## config.mk

```make
export PLATFORM = sky130hd
export DESIGN_NAME = fxr_round_conv
export DESIGN_NICKNAME = d
export VERILOG_FILES = /design/src/rtl/fxr_pkg.sv /design/src/rtl/fxr_increment.sv /design/src/rtl/fxr_range_pack.sv /design/src/rtl/fxr_stream_reg.sv /design/src/rtl/fxr_round_conv.sv
export SDC_FILE = /design/constraint.sdc
export NUM_CORES = 1
export LEC_CHECK = 0
export ABC_AREA = 1
export CAP_MARGIN = 20
export CORE_MARGIN = 2
export CORE_UTILIZATION = 50
export CTS_CLUSTER_DIAMETER = 100
export DETAILED_ROUTE_END_ITERATION = 7
export DONT_BUFFER_PORTS = 1
export PLACE_DENSITY = 0.68
export SLEW_MARGIN = 20
export SYNTH_ARGS = -nofsm -noshare
export SYNTH_HDL_FRONTEND = slang
export SYNTH_SLANG_ARGS = --single-unit
```

## constraint.sdc

```tcl
create_clock -name clk -period 7.5 [get_ports clk]
set_input_delay 1.5 -clock clk [delete_from_list [all_inputs] [get_ports clk]]
set_output_delay 1.5 -clock clk [all_outputs]
set_load 0.05 [all_outputs]
```

## src/rtl/fxr_pkg.sv

```systemverilog
package fxr_pkg;
  typedef enum logic [1:0] {
    RM_NEAR_EVEN = 2'b00,
    RM_DOWN      = 2'b01,
    RM_UP        = 2'b10,
    RM_ZERO      = 2'b11
  } round_mode_e;
endpackage

```

## src/rtl/fxr_increment.sv

```systemverilog
// Adds the mode-dependent increment below the binary point, drops the
// fraction and applies the nearest-even tie correction.
module fxr_increment #(
  parameter int MAG_W  = 64,
  parameter int FRAC_W = 7,
  localparam int IW    = MAG_W - FRAC_W
) (
  input  logic                    sign,
  input  logic [MAG_W-1:0]        mag,
  input  fxr_pkg::round_mode_e    mode,
  output logic [IW:0]             rnd_mag,
  output logic                    inexact,
  output logic                    rounded_up
);
  import fxr_pkg::*;

  localparam logic [FRAC_W-1:0] HALF = {1'b1, {(FRAC_W-1){1'b0}}};
  localparam logic [FRAC_W-1:0] ALL1 = {FRAC_W{1'b1}};

  logic [FRAC_W-1:0] frac;
  logic [FRAC_W-1:0] inc;
  logic [MAG_W:0]    sum;
  logic              tie;

  assign frac = mag[FRAC_W-1:0];

  always_comb begin
    case (mode)
      RM_NEAR_EVEN: inc = HALF;
      RM_DOWN:      inc = sign ? ALL1 : '0;
      RM_UP:        inc = sign ? '0 : ALL1;
      default:      inc = '0;
    endcase
  end

  assign sum        = {1'b0, mag} + {{(MAG_W+1-FRAC_W){1'b0}}, inc};
  assign tie        = (mode == RM_NEAR_EVEN) && (frac == HALF);
  assign rnd_mag    = sum[MAG_W:FRAC_W] & ~{{IW{1'b0}}, tie};
  assign inexact    = |frac;
  assign rounded_up = rnd_mag > {1'b0, mag[MAG_W-1:FRAC_W]};
endmodule

```

## src/rtl/fxr_range_pack.sv

```systemverilog
// Range check, negation and marker substitution on the rounded magnitude.
module fxr_range_pack #(
  parameter int RW         = 58,
  parameter int OUT_W      = 32,
  parameter bit SIGNED_OUT = 1'b1
) (
  input  logic              sign,
  input  logic [RW-1:0]     rnd_mag,
  input  logic              inexact_raw,
  input  logic              up_raw,
  output logic [OUT_W-1:0]  value,
  output logic              invalid,
  output logic              inexact,
  output logic              rounded_up
);
  localparam int LIM_BIT = SIGNED_OUT ? OUT_W - 1 : OUT_W;
  localparam logic [RW-1:0] LIM = RW'(1) << LIM_BIT;

  logic [OUT_W-1:0] indef;
  logic [OUT_W-1:0] low;
  logic [OUT_W-1:0] signed_val;

  generate
    if (SIGNED_OUT) begin : g_signed
      assign indef = {1'b1, {(OUT_W-1){1'b0}}};
    end else begin : g_unsigned
      assign indef = {OUT_W{1'b1}};
    end
  endgenerate

  assign low        = rnd_mag[OUT_W-1:0];
  assign signed_val = sign ? (~low + 1'b1) : low;
  assign invalid    = sign ? (rnd_mag > LIM) : (rnd_mag >= LIM);
  assign value      = invalid ? indef : signed_val;
  assign inexact    = inexact_raw & ~invalid;
  assign rounded_up = up_raw & ~invalid;
endmodule

```

## src/rtl/fxr_stream_reg.sv

```systemverilog
// One-entry valid/ready register stage.
module fxr_stream_reg #(
  parameter int W = 35
) (
  input  logic         clk,
  input  logic         rst_n,
  input  logic         in_valid,
  output logic         in_ready,
  input  logic [W-1:0] in_data,
  output logic         out_valid,
  input  logic         out_ready,
  output logic [W-1:0] out_data
);
  assign in_ready = !out_valid || out_ready;

  always_ff @(posedge clk) begin
    if (!rst_n) begin
      out_valid <= 1'b0;
    end else if (in_ready) begin
      out_valid <= in_valid;
    end
  end

  always_ff @(posedge clk) begin
    if (in_valid && in_ready) begin
      out_data <= in_data;
    end
  end
endmodule

```

## src/rtl/fxr_round_conv.sv

```systemverilog
module fxr_round_conv #(
  parameter int MAG_W      = 64,
  parameter int FRAC_W     = 7,
  parameter int OUT_W      = 32,
  parameter bit SIGNED_OUT = 1'b1,
  localparam int IW        = MAG_W - FRAC_W,
  localparam int PAY_W     = OUT_W + 3
) (
  input  logic              clk,
  input  logic              rst_n,
  input  logic              in_valid,
  output logic              in_ready,
  input  logic              in_sign,
  input  logic [MAG_W-1:0]  in_mag,
  input  logic [1:0]        in_mode,
  output logic              out_valid,
  input  logic              out_ready,
  output logic [OUT_W-1:0]  out_int,
  output logic              out_invalid,
  output logic              out_inexact,
  output logic              out_rounded_up
);
  logic              sign_eff;
  logic [IW:0]       rnd_mag;
  logic              inexact_raw;
  logic              up_raw;
  logic [OUT_W-1:0]  value;
  logic              invalid;
  logic              inexact;
  logic              rounded_up;
  logic [PAY_W-1:0]  pay_in;
  logic [PAY_W-1:0]  pay_out;

  assign sign_eff = SIGNED_OUT ? in_sign : 1'b0;

  fxr_increment #(.MAG_W(MAG_W), .FRAC_W(FRAC_W)) inc_i (
    .sign       (sign_eff),
    .mag        (in_mag),
    .mode       (fxr_pkg::round_mode_e'(in_mode)),
    .rnd_mag    (rnd_mag),
    .inexact    (inexact_raw),
    .rounded_up (up_raw)
  );

  fxr_range_pack #(.RW(IW+1), .OUT_W(OUT_W), .SIGNED_OUT(SIGNED_OUT)) pack_i (
    .sign        (sign_eff),
    .rnd_mag     (rnd_mag),
    .inexact_raw (inexact_raw),
    .up_raw      (up_raw),
    .value       (value),
    .invalid     (invalid),
    .inexact     (inexact),
    .rounded_up  (rounded_up)
  );

  assign pay_in = {value, invalid, inexact, rounded_up};

  fxr_stream_reg #(.W(PAY_W)) stage_i (
    .clk       (clk),
    .rst_n     (rst_n),
    .in_valid  (in_valid),
    .in_ready  (in_ready),
    .in_data   (pay_in),
    .out_valid (out_valid),
    .out_ready (out_ready),
    .out_data  (pay_out)
  );

  assign {out_int, out_invalid, out_inexact, out_rounded_up} = pay_out;
endmodule

```

==> flow_metrics.env, run 1 <==
export IMPL_crit_family="simple AND/OR/NAND/NOR gates"
export IMPL_path_max_fanout=33
export IMPL_synth_area_per_cell_um2=6.074
export IMPL_setup_tns_ns=0
export IMPL_cts_tree="built"
export IMPL_clk_latency_ns=0.30
export IMPL_grt_pass1_vias=5242
export IMPL_pre_cts_ws_ns=1.760
export IMPL_final_min_clock_period_ns=5.431
export IMPL_antenna_found_initial=0
export IMPL_ys_ff_latch=36
export IMPL_slew_headroom_pct=47.39
export IMPL_cts_sinks=36
export IMPL_synth_top_family_by_area="simple AND/OR/NAND/NOR gates"
export IMPL_synth_fp_nets=1020
export IMPL_port_buffers=0
export IMPL_clk_path_buf_depth=2
export IMPL_synth_edf_count=35
export IMPL_synth_warnings=0
export IMPL_synth_ff_type="edfxtp_1"
export IMPL_wl_per_cell_um=15.04
export IMPL_end_kind="flip-flop"
export IMPL_setup_worst_path_class="in -> reg"
export IMPL_grt_max_degree=37
export IMPL_netlist_cell_type_count=46
export IMPL_max_stage_delay_ns=0.34
export IMPL_ant_nets=0
export IMPL_routabilityCongestion=0.9377
export IMPL_yosysTopAreaCell="edfxtp_1"
export IMPL_p_leak_nw=2.970
export IMPL_synth_top_area_share_pct=18.83
export IMPL_cp_required_ns=7.43
export IMPL_ir_worst_vdd_mv=0.09465
export IMPL_max_cap_violations=0
export IMPL_num_vias=5592
export IMPL_grt_setup_unrepaired="no"
export IMPL_status="finished clean"
export IMPL_seq_area_frac_synth_pct=19.19
export IMPL_synth_xor_area_share_pct=7.061
export IMPL_crit_reg2reg_launch="stage_i.out_valid"
export IMPL_synth_compound_area_share_pct=5.851
export IMPL_finalPower_w=0.0005739
export IMPL_ios=108
export IMPL_die_width_um=109.7
export IMPL_slowest_stage="or3_1"
export IMPL_row_count=38
export IMPL_synthMuxAreaShare_pct=0
export IMPL_cts_setup_buffers=0
export IMPL_start_util_pct=51.26
export IMPL_arrival_ns=5.36
export IMPL_cts_resized=0
export IMPL_grt_usage_pct=27.42
export IMPL_n_antenna_cell=0
export IMPL_dr_first_iter_drc_count=357
export IMPL_numCtsBuffers=5
export IMPL_layout_setup_ws_ns=2.069
export IMPL_cp_startpoint="in_mode[1]"
export IMPL_worst_path_buf_inv=3
export IMPL_synth_fa_ha_area_share_pct=6.725
export IMPL_hold_violations=0
export IMPL_final_cells=1056
export IMPL_synth_cell_area_mm2=0.005582
export IMPL_path_clk_slew_ns=0.07
export IMPL_overflow=0
export IMPL_drt_first_pass_iters=5
export IMPL_critPathLaunchType="input port"
export IMPL_fp_dieH_um=109.7
export IMPL_syn_inst=919
export IMPL_core_area_mm2=0.01089
export IMPL_die_area_mm2=0.01202
export IMPL_drv_slew=0
export IMPL_worstMarginPinSlew_ns=0.7880
export IMPL_setup_viol=0
export IMPL_min_period_over_period_pct=72.41
export IMPL_async_flop_share_pct=0
export IMPL_vias_per_cell=5.295
export IMPL_synthSimpleGateAreaFrac_pct=47.16
export IMPL_powerDensity_mw_per_mm2=98.72
export IMPL_ys_top_cells_by_area="edfxtp_1, nand2_1, inv_1, nor2_1, nand3_1"
export IMPL_syn2layout_area_growth_pct=4.147
export IMPL_fin_nets=1016
export IMPL_hold_path_class="reg -> reg"
export IMPL_dp_cells=1047
export IMPL_fin_hold_ws_ns=1.125
export IMPL_clock_fmax_mhz=184.1
export IMPL_grt_pass1_wl_um=25610
export IMPL_worstHoldStart="stage_i.out_valid"
export IMPL_hold_buffers=0
export IMPL_cts_root_buf="clkbuf_8"
export IMPL_dp_hpwl_um=13580
export IMPL_drc_errors=0
export IMPL_path_common_cell="nand2_2"
export IMPL_worst_clock_skew_ns=0.007367
export IMPL_htreeDepth=2
export IMPL_drive_gt1_share_pct=9.607
export IMPL_drt_total_wl_um=15890
==> routing by layer <==
layer | track usage, % | vias to the layer above | part of all wire [%]
li1 | - | 2913 | -
met1 | 33.41 | 2433 | 43
met2 | 46.60 | 205 | 47
met3 | 5.157 | 41 | 6.4
met4 | 12.57 | 0 | 3.9
met5 | 0 | - | 0
==> sequential cells by signal (all words and copies together) (netlist names) <==
signal / flops
stage_i.out_data: 35
stage_i.out_valid: 1
==> cell usage in the layout (no fill, tap or decap), types with 8 or more instances in the layout <==
cell type,instances
nor2_2,34
nand4_1,37
nand2_2,12
nand3_1,77
nand2_1,217
xor2_1,31
nand3b_1,8
o21ai_0,31
xnor2_1,14
inv_1,176
nor3_1,21
ha_1,30
nor2_1,119
edfxtp_1,35
nand3_2,8
==> cell type report <==
class | count | area [µm²]
clock buffer | 8 | 100.1
fill | 1136 | 5075
inverter | 185 | 699.4
multi-input combinational | 686 | 3740
sequential | 36 | 1071
tap | 140 | 175.2
timing repair buffer | 1 | 27.53
==> metrics by stage <==
step	instance area [µm²]	util (%)
6_report	5813	53.39
5_1_grt	5813	53.39
4_1_cts	5786	53.14
3_5_place_dp	5685	52.22
3_3_place_gp	5685	52.22
2_1_floorplan	5582	-
==> worst paths after layout <==
check / cells past startpoint / slack (ns) / end
worst min register to register: 1 / 1.12 / stage_i.out_data[26]
worst max-delay path: 27 / 2.07 / stage_i.out_data[2]
worst min-delay path: 1 / 1.12 / stage_i.out_data[26]
worst max register to register: 2 / 5.95 / stage_i.out_valid
==> cells by family after synthesis <==
logic type                 count (synthesis)
DFF                                       36
and+or+nand+nor                          556
buffers and inverters                    197
xor gates and xnor gates                  45
adders and majority gates                 30
AOI/OAI and AO/OA                         55
==> where the power goes <==
group          internal (W)  switching [W]  leakage [nW]
logic             0.0000534      0.0000990          2.57
clock network     0.0000839      0.0000705        0.0515
registers          0.000230      0.0000366         0.350
==> cells in the mapped netlist, drive strengths merged, types with 2 or more instances <==
master	count
nand4	38
or2	2
nand2	230
xnor2	14
nor3	24
buf	7
nor2	158
xor2	31
a21oi	9
nand3b	8
o21ai	32
nor3b	3
clkbuf	5
and3	4
o211ai	4
edfxtp	35
a21boi	4
ha	30
inv	184
nand3	86
Note: power is estimated with default switching activity, not from simulation.
==> run 2, diff against run 1 <==
--- a/config.mk
+++ b/config.mk
@@ -12,7 +12,7 @@
 export CTS_CLUSTER_DIAMETER = 100
 export DETAILED_ROUTE_END_ITERATION = 7
 export DONT_BUFFER_PORTS = 1
-export PLACE_DENSITY = 0.68
+export PLACE_DENSITY = 0.71
 export SLEW_MARGIN = 20
 export SYNTH_ARGS = -nofsm -noshare
 export SYNTH_HDL_FRONTEND = slang
==> constraint.sdc (replaced) <==
create_clock -name clk -period 4.8 [get_ports clk]
set_input_delay 0.96 -clock clk [delete_from_list [all_inputs] [get_ports clk]]
set_output_delay 0.96 -clock clk [all_outputs]
set_load 0.05 [all_outputs]
==> flow_metrics.env, run 2 (same netlist as run 1, synthesis figures left out) <==
export IMPL_status="finished clean"
export IMPL_wl_per_cell_um=14.84
export IMPL_hold_path_class="in -> reg"
export IMPL_seqPwrFrac_pct=46.2
export IMPL_layout_commonest_cell="nand2_1"
export IMPL_clk_path_buf_depth=2
export IMPL_p_int_w=0.0005754
export IMPL_reg_top3="stage_i.out_data (35), stage_i.out_valid (1)"
export IMPL_wl_met2_um=7372
export IMPL_grt_pass1_wl_um=25470
export IMPL_p_leak_nw=3.022
export IMPL_met3WireLength_um=1179
export IMPL_drv_slew=0
export IMPL_regMostFlops="stage_i.out_data"
export IMPL_met1_length_um=6793
export IMPL_setup_tns_ns=0
export IMPL_highest_signal_layer="met4"
export IMPL_setup_worst_path_class="in -> reg"
export IMPL_cts_tree="built"
export IMPL_ir_worst_vdd_mv=0.1475
export IMPL_htreeDepth=2
export IMPL_drc_errors=0
export IMPL_min_period_over_period_pct=93.87
export IMPL_ant_nets=0
export IMPL_vias_per_cell=5.300
export IMPL_core_area_mm2=0.01089
export IMPL_fin_nets=1023
export IMPL_n_antenna_cell=0
export IMPL_dr_first_iter_drc_count=400
export IMPL_critPathLaunchType="input port"
export IMPL_cts_root_buf="clkbuf_8"
export IMPL_arrival_ns=4.53
export IMPL_drt_total_wl_um=15780
export IMPL_max_stage_delay_ns=0.38
export IMPL_drt_first_pass_iters=5
export IMPL_hold_violations=0
export IMPL_design_area_mm2=0.005894
export IMPL_switching_share_pct=36.29
export IMPL_start_util_pct=51.26
export IMPL_routabilityCongestion=0.9918
export IMPL_path_common_cell="nand2_2"
export IMPL_path_max_fanout=33
export IMPL_grt_usage_pct=27.14
export IMPL_syn2layout_area_growth_pct=5.604
export IMPL_fp_dieH_um=109.7
export IMPL_worst_clock_skew_ns=0.007189
export IMPL_grt_pass1_vias=5222
export IMPL_final_min_clock_period_ns=4.506
export IMPL_overflow=0
export IMPL_drive_gt1_share_pct=10.62
export IMPL_worstMarginPinSlew_ns=0.5934
export IMPL_port_buffers=0
export IMPL_final_cell_mix="nand2_1, inv_1, nor2_1"
export IMPL_num_vias=5634
export IMPL_rrSetupSlack_ns=3.23
export IMPL_fin_hold_ws_ns=0.8132
export IMPL_clock_fmax_mhz=221.9
export IMPL_pwr_share_comb_pct=26.4
export IMPL_hold_buffers=0
export IMPL_cp_required_ns=4.83
export IMPL_placed_cell_area_mm2=0.005751
export IMPL_slew_headroom_pct=60.38
export IMPL_largest_reg_flops=35
export IMPL_path_clk_slew_ns=0.07
export IMPL_p_switching_w=0.0003278
export IMPL_die_width_um=109.7
export IMPL_clk_latency_ns=0.30
export IMPL_cts_sinks=36
export IMPL_dp_hpwl_um=13310
export IMPL_powerDensity_mw_per_mm2=153.2
export IMPL_clkPwrFrac_pct=27.4
export IMPL_end_kind="flip-flop"
export IMPL_grt_max_degree=37
export IMPL_antenna_found_initial=0
export IMPL_ios=108
export IMPL_setup_viol=0
export IMPL_numCtsBuffers=5
export IMPL_slowest_stage="or3_1"
export IMPL_max_cap_violations=0
export IMPL_row_count=38
export IMPL_die_area_mm2=0.01202
-- run 2: power groups by stage --
stage | sequential, W | clock [W] | combinational [W]
2_1_floorplan | 0.000423 | 0 | 0.000195
3_3_place_gp | 0.000425 | 0 | 0.000230
3_5_place_dp | 0.000425 | 0 | 0.000232
4_1_cts | 0.000418 | 0.000250 | 0.000233
5_1_grt | 0.000420 | 0.000267 | 0.000270
6_report | 0.000417 | 0.000247 | 0.000239
-- run 2: worst paths after layout --
| kind | from | to | cells past startpoint |
|---|---|---|---|
| worst min-delay path | rst_n | stage_i.out_valid | 1 |
| worst min register to register | stage_i.out_valid | stage_i.out_data[28] | 1 |
| worst max register to register | stage_i.out_valid | stage_i.out_data[10] | 2 |
| worst max-delay path | in_mode[1] | stage_i.out_data[2] | 28 |
-- run 2: critical path, delay by kind of cell --
kind	cells	cell delay [ns]
compound gates	2	0.24
fa+ha+maj	2	0.47
buf+inv	4	0.33
simple gates	20	2.53
-- run 2: final cells by class --
class	count	area, µm²
multi-input combinational	686	3756
fill	1079	4994
sequential	36	1071
inverter	185	699.4
tap	140	175.2
clock buffer	8	100.1
timing repair buffer	8	92.59
-- run 2: through the flow --
stage	util, %	instances	setup WS, ns	total power [W]
detailed placement	52.82	1054	-0.005806	0.0006572
CTS	53.73	1062	0.2904	0.0009018
floorplan	-	919	0.09528	0.0006184
global placement	52.82	1054	0.05734	0.0006544
finish	54.14	1063	0.2944	0.0009032
global route	54.14	1063	-0.01485	0.0009562
-- run 2: routing by layer --
| layer | vias up | GRT usage (%) |
|---|---|---|
| met5 | - | 0 |
| met4 | 0 | 9.494 |
| met3 | 29 | 5.335 |
| met2 | 209 | 45.77 |
| met1 | 2476 | 34.43 |
| li1 | 2920 | - |
-- run 2: repair_timing --
item,in CTS,in global routing
buffers inserted,0,0
gates resized for setup,0,4
endpoints found under the setup margin,0,26
==> run 3, diff against run 2 <==
--- a/config.mk
+++ b/config.mk
@@ -7,8 +7,8 @@
 export LEC_CHECK = 0
 export ABC_AREA = 1
 export CAP_MARGIN = 20
-export CORE_MARGIN = 2
 export CORE_UTILIZATION = 50
+export CTS_BUF_LIST = sky130_fd_sc_hd__clkbuf_4
 export CTS_CLUSTER_DIAMETER = 100
 export DETAILED_ROUTE_END_ITERATION = 7
 export DONT_BUFFER_PORTS = 1
==> flow_metrics.env, run 3 (same netlist as run 1, synthesis figures left out) <==
export IMPL_status="finished clean"
export IMPL_worstMarginPinSlew_ns=0.6106
export IMPL_row_count=38
export IMPL_slew_headroom_pct=59.14
export IMPL_drt_first_pass_iters=5
export IMPL_slowest_stage="or3_1"
export IMPL_numCtsBuffers=5
export IMPL_p_switching_w=0.0003279
export IMPL_path_common_cell="nand2_2"
export IMPL_ir_worst_vdd_mv=0.1319
export IMPL_multi_input_area_mm2=0.003757
export IMPL_vias_per_cell=5.386
export IMPL_clock_fmax_mhz=227.5
export IMPL_clkPwrFrac_pct=25.3
export IMPL_drt_total_wl_um=15730
export IMPL_overflow=0
export IMPL_dp_hpwl_um=13340
export IMPL_regArea_mm2=0.001071
export IMPL_die_area_mm2=0.01159
export IMPL_min_period_over_period_pct=91.59
export IMPL_drc_errors=0
export IMPL_end_kind="flip-flop"
export IMPL_largest_reg_flops=35
export IMPL_critPathLaunchType="input port"
export IMPL_grt_pass1_wl_um=25890
export IMPL_p_int_w=0.0005527
export IMPL_final_cells=1063
export IMPL_setup_worst_path_class="in -> reg"
export IMPL_ios=108
export IMPL_cts_sinks=36
export IMPL_antenna_found_initial=0
export IMPL_max_cap_violations=0
export IMPL_core_area_mm2=0.01084
export IMPL_n_antenna_cell=0
export IMPL_final_cell_mix="nand2_1, inv_1, nor2_1"
export IMPL_syn2layout_area_growth_pct=5.313
export IMPL_seqPwrFrac_pct=47.4
export IMPL_dp_cells=1054
export IMPL_setup_tns_ns=0
export IMPL_final_min_clock_period_ns=4.397
export IMPL_switching_share_pct=37.24
export IMPL_reg_top3="stage_i.out_data (35), stage_i.out_valid (1)"
export IMPL_grt_pass1_vias=5490
export IMPL_regMostFlops="stage_i.out_data"
export IMPL_powerDensity_mw_per_mm2=149.8
export IMPL_path_clk_slew_ns=0.11
export IMPL_dr_first_iter_drc_count=365
export IMPL_die_width_um=107.7
export IMPL_p_leak_nw=3.010
export IMPL_routabilityCongestion=0.9536
export IMPL_start_util_pct=51.49
export IMPL_worst_clock_skew_ns=0.01382
export IMPL_clk_latency_ns=0.36
export IMPL_setup_viol=0
export IMPL_fp_dieH_um=107.7
export IMPL_num_vias=5725
export IMPL_port_buffers=0
export IMPL_cts_root_buf="clkbuf_4"
export IMPL_clk_path_buf_depth=2
export IMPL_grt_max_degree=37
export IMPL_drive_gt1_share_pct=10.73
export IMPL_arrival_ns=4.61
export IMPL_fillCellCount=1160
export IMPL_cts_tree="built"
export IMPL_grt_usage_pct=28.49
export IMPL_drv_slew=0
export IMPL_layout_commonest_cell="nand2_1"
export IMPL_cp_required_ns=5.02
export IMPL_fin_nets=1023
export IMPL_path_max_fanout=22
export IMPL_htreeDepth=2
export IMPL_hold_violations=0
export IMPL_ant_nets=0
export IMPL_pwr_share_comb_pct=27.3
export IMPL_wl_per_cell_um=14.80
export IMPL_max_stage_delay_ns=0.38
export IMPL_hold_path_class="in -> reg"
run 3: metal layers:
metal  track usage, %  wire [µm]  vias to the layer above
met5                0          0                        -
met1            36.99       7106                     2519
met2            46.98       7015                      233
met4            11.15        522                        0
li1                 -          -                     2936
met3            4.540       1087                       37
run 3: path summary, 6_finish.rpt:
check                    start                   end  slack [ns]  cells after the start
max reg2reg  stage_i.out_valid  stage_i.out_data[23]        3.23                      2
max                 in_mode[1]  stage_i.out_data[23]        0.40                     29
min                      rst_n     stage_i.out_valid        0.75                      1
min reg2reg  stage_i.out_valid  stage_i.out_data[29]        1.16                      1
run 3: through the flow:
| stage | hold WS [ns] | util [%] | cell area (µm²) | power (W) | worst slack (ns) |
|---|---|---|---|---|---|
| 2_1_floorplan | 1.107 | - | 5583 | 0.0006184 | 0.09528 |
| 3_3_place_gp | 1.126 | 53.05 | 5751 | 0.0006559 | 0.07519 |
| 3_5_place_dp | 1.125 | 53.05 | 5751 | 0.0006586 | -0.04823 |
| 4_1_cts | 0.7468 | 53.79 | 5831 | 0.0008776 | 0.2998 |
| 5_1_grt | 0.7555 | 54.22 | 5878 | 0.0009300 | -0.006293 |
| 6_report | 0.7534 | 54.22 | 5878 | 0.0008806 | 0.4035 |
run 3: layout make-up:
type	count	area share [%]
Multi-Input combinational cell	686	63.92
Sequential cell	36	18.22
Inverter	185	11.94
Tap cell	140	2.980
Timing Repair Buffer	8	1.575
Clock inverter	3	0.7237
Clock buffer	5	0.6386
run 3: power groups by stage:
stage / combinational (W) / clock, W / sequential, W
after detailed placement: 0.000233 / 0 / 0.000425
after floorplan: 0.000195 / 0 / 0.000423
after CTS: 0.000234 / 0.000225 / 0.000418
after global routing: 0.000274 / 0.000237 / 0.000419
after global placement: 0.000231 / 0 / 0.000425
final: 0.000241 / 0.000223 / 0.000417
run 3: timing repair:
item | CTS | global route
setup buffers | 0 | 0
gates resized for setup | 0 | 5
endpoints found under the setup margin | 0 | 34
hold buffers | 0 | 0
run 3: worst max-delay path: cells and delay by family:
kind / cells / cell delay (ns)
AO/OA/AOI/OAI: 2 / 0.22
adder cells (fa/ha/maj): 2 / 0.47
AND/OR/NAND/NOR: 21 / 2.59
buffers and inverters: 4 / 0.36
